$ cat config.mk
export PLATFORM = sky130hd
export DESIGN_NAME = pll_serial_cfg
export DESIGN_NICKNAME = d
export VERILOG_FILES = /design/src/rtl/pll_serial_cfg.sv
export SDC_FILE = /design/constraint.sdc
export NUM_CORES = 1
export LEC_CHECK = 0
export BUFFER_PORTS_ARGS = -buffer_cell sky130_fd_sc_hd__buf_2
export CAP_MARGIN = 0
export CORE_MARGIN = 8
export CORE_UTILIZATION = 57
export CTS_CLUSTER_DIAMETER = 150
export DETAILED_ROUTE_END_ITERATION = 7
export PLACE_DENSITY = 0.81
export REMOVE_ABC_BUFFERS = 1
export SYNTH_ARGS = -nofsm -noshare
export SYNTH_HDL_FRONTEND = slang
export SYNTH_SLANG_ARGS = --single-unit
$ cat constraint.sdc
create_clock -name clk -period 1.8 [get_ports clk]
set_input_delay 0.09 -clock clk [delete_from_list [all_inputs] [get_ports clk]]
set_output_delay 0.09 -clock clk [all_outputs]
set_load 0.02 [all_outputs]
$ cat src/rtl/pll_serial_cfg.sv
module pll_serial_cfg #(
  parameter int FREQ_W      = 20,
  parameter int OPT_W       = 8,
  parameter int SYNC_STAGES = 2
) (
  input  logic              clk,
  input  logic              rst_n,
  input  logic              sdata,
  input  logic              sclk,
  input  logic              strobe,
  input  logic              opt_we,
  input  logic              shadow_ld,
  input  logic              sel_shadow,
  input  logic              opt_en_n,
  output logic              sdo,
  output logic [FREQ_W-1:0] freq_word,
  output logic [OPT_W-1:0]  opt_bits
);

  localparam int NIN = 7;

  logic [NIN-1:0] pins;
  logic [NIN-1:0] sync_q [SYNC_STAGES];
  logic [NIN-1:0] pins_s;

  assign pins   = {opt_en_n, sel_shadow, shadow_ld, opt_we, strobe, sdata, sclk};
  assign pins_s = sync_q[SYNC_STAGES-1];

  always_ff @(posedge clk) begin
    if (!rst_n) begin
      for (int i = 0; i < SYNC_STAGES; i++) sync_q[i] <= '0;
    end else begin
      sync_q[0] <= pins;
      for (int i = 1; i < SYNC_STAGES; i++) sync_q[i] <= sync_q[i-1];
    end
  end

  logic sclk_s, sdata_s, strobe_s, opt_we_s, shadow_ld_s, sel_s, opt_en_n_s;
  assign {opt_en_n_s, sel_s, shadow_ld_s, opt_we_s, strobe_s, sdata_s, sclk_s} = pins_s;

  logic sclk_d, strobe_d;
  always_ff @(posedge clk) begin
    if (!rst_n) begin
      sclk_d   <= 1'b0;
      strobe_d <= 1'b0;
    end else begin
      sclk_d   <= sclk_s;
      strobe_d <= strobe_s;
    end
  end

  logic sclk_rise, strobe_rise, rb_mode;
  assign sclk_rise   = sclk_s & ~sclk_d;
  assign strobe_rise = strobe_s & ~strobe_d;
  assign rb_mode     = ~opt_we_s & shadow_ld_s & strobe_s;

  logic [FREQ_W-1:0] staging, active, shadow;
  logic [OPT_W-1:0]  opt_q;

  always_ff @(posedge clk) begin
    if (!rst_n) begin
      staging <= '0;
      shadow  <= '0;
      opt_q   <= '0;
    end else if (sclk_rise) begin
      if (opt_we_s)
        opt_q <= {sdata_s, opt_q[OPT_W-1:1]};
      else if (rb_mode)
        shadow <= {shadow[0], shadow[FREQ_W-1:1]};
      else if (shadow_ld_s)
        shadow <= {sdata_s, shadow[FREQ_W-1:1]};
      else
        staging <= {sdata_s, staging[FREQ_W-1:1]};
    end
  end

  always_ff @(posedge clk) begin
    if (!rst_n)           active <= '0;
    else if (strobe_rise) active <= staging;
  end

  assign sdo       = shadow[0];
  assign freq_word = sel_s ? shadow : active;
  assign opt_bits  = opt_en_n_s ? '0 : opt_q;

endmodule


* Word-level counts from Yosys, hierarchy flattened
Memories as Yosys holds them, arrays and structs flattened.
Index checks and enable logic that the tools add are counted.
** Operators by class
- Mux-type cells :: 8
- Bitwise logic cells :: 11
- Reductions and logical operators :: 4
** Operators by type and width (number)
- $mux W20 :: 3
- $mux W7 :: 2
- $mux W8 :: 1
- $not A1 Y1 :: 5
- $and A1 B1 Y1 :: 4
- $reduce_and A4 Y1 :: 1
- $reduce_and A3 Y1 :: 1
- $mux W1 :: 2
- $or A1 B1 Y1 :: 2
- $reduce_and A2 Y1 :: 1
- $reduce_bool A2 Y1 :: 1
** Word-level totals
- Register bits after elaboration :: 70
- Bits in writable memories :: 14
- Output and inout bits :: 29
- Memories kept :: 1
** Memory list
- sync_q :: words 2, bits a word 7, read ports 2, clocked after memory_dff 0, wr ports 2, RTL line 23 : logic [NIN-1:0] sync_q [SYNC_STAGES];

* Depth between registers and ports, before layout
- Depth after elaboration :: 5
- Depth in mapped cells :: 5
- Mapped depth without buffers :: 3

* Worst setup path before layout
OpenSTA, ideal clock, no wires.
- Kind :: register -> register
- Start point :: mem sync_q[1][3], in the netlist sync_q[0][10]
- End point :: reg staging[0]
- Setup time :: 116 ps
- Arrival :: 1105 ps
- Path slack :: 579 ps
- Stages on the path, launching flop included :: 5
- Buffers on the path :: 1
- Cells stage by stage :: dfxtp_1 -> or4b_4 -> buf_6 -> nand2_1 -> a21boi_1
** RTL lines
- start: declaration :: RTL line 23
- end signal: assignment :: RTL line 73 : staging <= {sdata_s, staging[FREQ_W-1:1]};
- end: declaration :: RTL line 57 : logic [FREQ_W-1:0] staging, active, shadow;

==> flow_summary.yaml <==
run_status:
  status: "complete, no violations"
critical_path:
  regToRegSetupSlack_ns: 0.47
  regToRegEndpoint: "staging[5]"
  crit_type: "reg -> out"
  cp_max_fo: 12
  crit_start: "sync_q[0][12]"
  r2r_start: "sync_q[0][10]"
  required_ns: 1.71
  reg2regPathDepth: 3
  end_kind: "primary output"
  endpoint: "freq_word[18]"
  start_kind: "flip-flop"
  cp_data_arrival_time_ns: 1.40
global_routing:
  grt.overflow.total: 0
  grt_pass1_vias: 2295
  globalRouteTotalUtil_pct: 14.0
  grt_pass1_wl_mm: 9.92
  grt_max_degree: 85
  antenna_found_initial: 0
placement:
  portBuffers: 37
  post-place-ws_ns: 0.497
  routabilityCongestion: 0.739
  hpwl_mm: 3.82
  placed_cell_area_um2: 3530
clock_tree:
  cts.clk_slew.worst_paths_ns: 0.08
  cts_tree: "built"
  cts-htree-levels: 3
  ctsHoldBuffers: 7
  cts_buffer_depth: 2
  post_cts_buffers: 0
  clk_latency_ns: 0.34
  cts.sinks: 84
  clock-root-buffer: "clkbuf_8"
  numCtsBuffers: 9
  cts_resized: 0
timing:
  grt_setup_unrepaired: "false"
  timing.fmax_mhz: 673
  tightest_slew_ns: 0.542
  timing.final.hold_violations: 0
  fin_crit_ns: 1.49
  setup_ws_ns: 0.313
  fin_skew_ns: 0.00416
  setup_violations: 0
  maxSlewViolCount: 0
  hold_slack_ns: 0.261
  fin_crit_sh_pct: 82.6
  slew_headroom_pct: 63.7
yosys:
  ys_seq_elements: 84
  ys_warn_count: 0
  ys.flop_type: "dfxtp_1"
  postSynthAreaPerCell_um2: 9.24
  yosys.cell_types.count: 17
  ys_async_sr_fraction_pct: 0
  ys_seq_area_share_pct: 51.3
  synth.cell_area_um2: 3280
  synth_edf_count: 0
  postSynthCellCount: 355
cells_and_area:
  layout_common_cells: "119 x nand2_1, 84 x dfxtp_1, 59 x a21boi_1"
  n_antenna_cell: 0
  synthToLayoutAreaGrowth_pct: 15.5
  final_common_cell: "nand2_1"
  n_fill_cell: 438
  fin_area_um2: 3790
  drive_gt1_share_pct: 20.3
  nNetsFinal: 405
power_and_ir_drop:
  total_power_mw: 3.28
  power.density_nw_per_um2: 866
  leakagePower_nw: 1.54
  ir_worst_vdd_v: 0.000509
routing:
  wl_per_cell_um: 12.3
  via_count: 2373
  via_per_inst: 5.03
  drc_errors: 0
  drtAntennaViolNets: 0
  drt_wl_total_mm: 5.82
  firstDrtPassIters: 4
  drtIter0Drc: 191
floorplanning:
  die_w_um: 91.9
  die_area_um2: 8440
  rows: 27
  die_h_um: 91.9
  ioPinCount: 38
  start_util_pct: 59.2
  core-area_um2: 5540
hold_path:
  hold_class: "in -> reg"
flow_run:
  cap_violations: 0
==> Yosys cell counts (2+ instances only) <==
master,count,area share (%)
a21boi_1,59,14
nand2_1,119,14
buf_2,9,1.4
mux2_2,20,6.9
nor2b_1,17,3.2
mux2i_1,9,2.7
dfxtp_1,84,51
buf_6,2,0.69
clkbuf_1,13,1.5
and2_1,16,3.1
==> where the power goes <==
part	switching [mW]	internal (mW)	leakage [nW]
Sequential	0.00976	1.87	0.680
Clock	0.600	0.672	0.0935
Combinational	0.0598	0.0642	0.767
==> critical path, stage by stage, from the launching register on <==
cell and delay [ns]:
dfxtp_1 0.33, buf_4 0.21, mux2_2 0.35, buf_2 0.16
==> metal layers <==
layer	GRT usage (%)	wire length [µm]	up-vias
li1	-	-	1238
met1	16.8	2870	1087
met2	22.9	2660	38
met3	3.10	179	10
met4	7.25	112	0
met5	0	0	-
==> how the worst min path moves through the flow <==
stage / from / to / slack [ns] / cells after the start
2_1_floorplan: rst_n / sync_q[0][0] / 0.21 / 1
3_3_place_gp: opt_en_n / sync_q[0][6] / 0.29 / 2
3_5_place_dp: sel_shadow / sync_q[0][5] / 0.30 / 2
4_1_cts: rst_n / shadow[19] / 0.25 / 3
5_1_grt: rst_n / opt_q[5] / 0.27 / 3
6_report: rst_n / staging[16] / 0.26 / 3
==> flip-flops by register name (all words and copies together), names as in the netlist <==
name and count:
active 20, shadow 20, staging 20, sclk_d 1
strobe_d 1, opt_q 8, sync_q 14
==> cells by family (layout without fill, tap and decap cells) <==
logic type	Yosys count	in the layout	share of synthesized area, %
and+or+nand+nor	158	158	21.7
DFF	84	84	51.3
AOI/OAI and AO/OA	60	60	13.8
muxes	29	29	9.61
buffers and inverters	24	69	3.55
==> cell type report <==
type | instances | area [µm²] | share of cell area [%]
Clock inverter | 2 | 35.0 | 0.925
Clock buffer | 13 | 149 | 3.93
Timing Repair Buffer | 54 | 343 | 9.05
Multi-Input combinational cell | 247 | 1490 | 39.3
Tap cell | 72 | 90.1 | 2.38
Sequential cell | 84 | 1680 | 44.4
==> metrics by stage <==
step | TNS (ns) | utilization (%) | instances
3_3_place_gp | 0 | 63.8 | 450
5_1_grt | 0 | 68.3 | 472
6_report | 0 | 68.3 | 472
4_1_cts | 0 | 68.3 | 472
3_5_place_dp | 0 | 63.8 | 450
2_1_floorplan | -9.81 | - | 331
(Power assumes the default switching activity.)
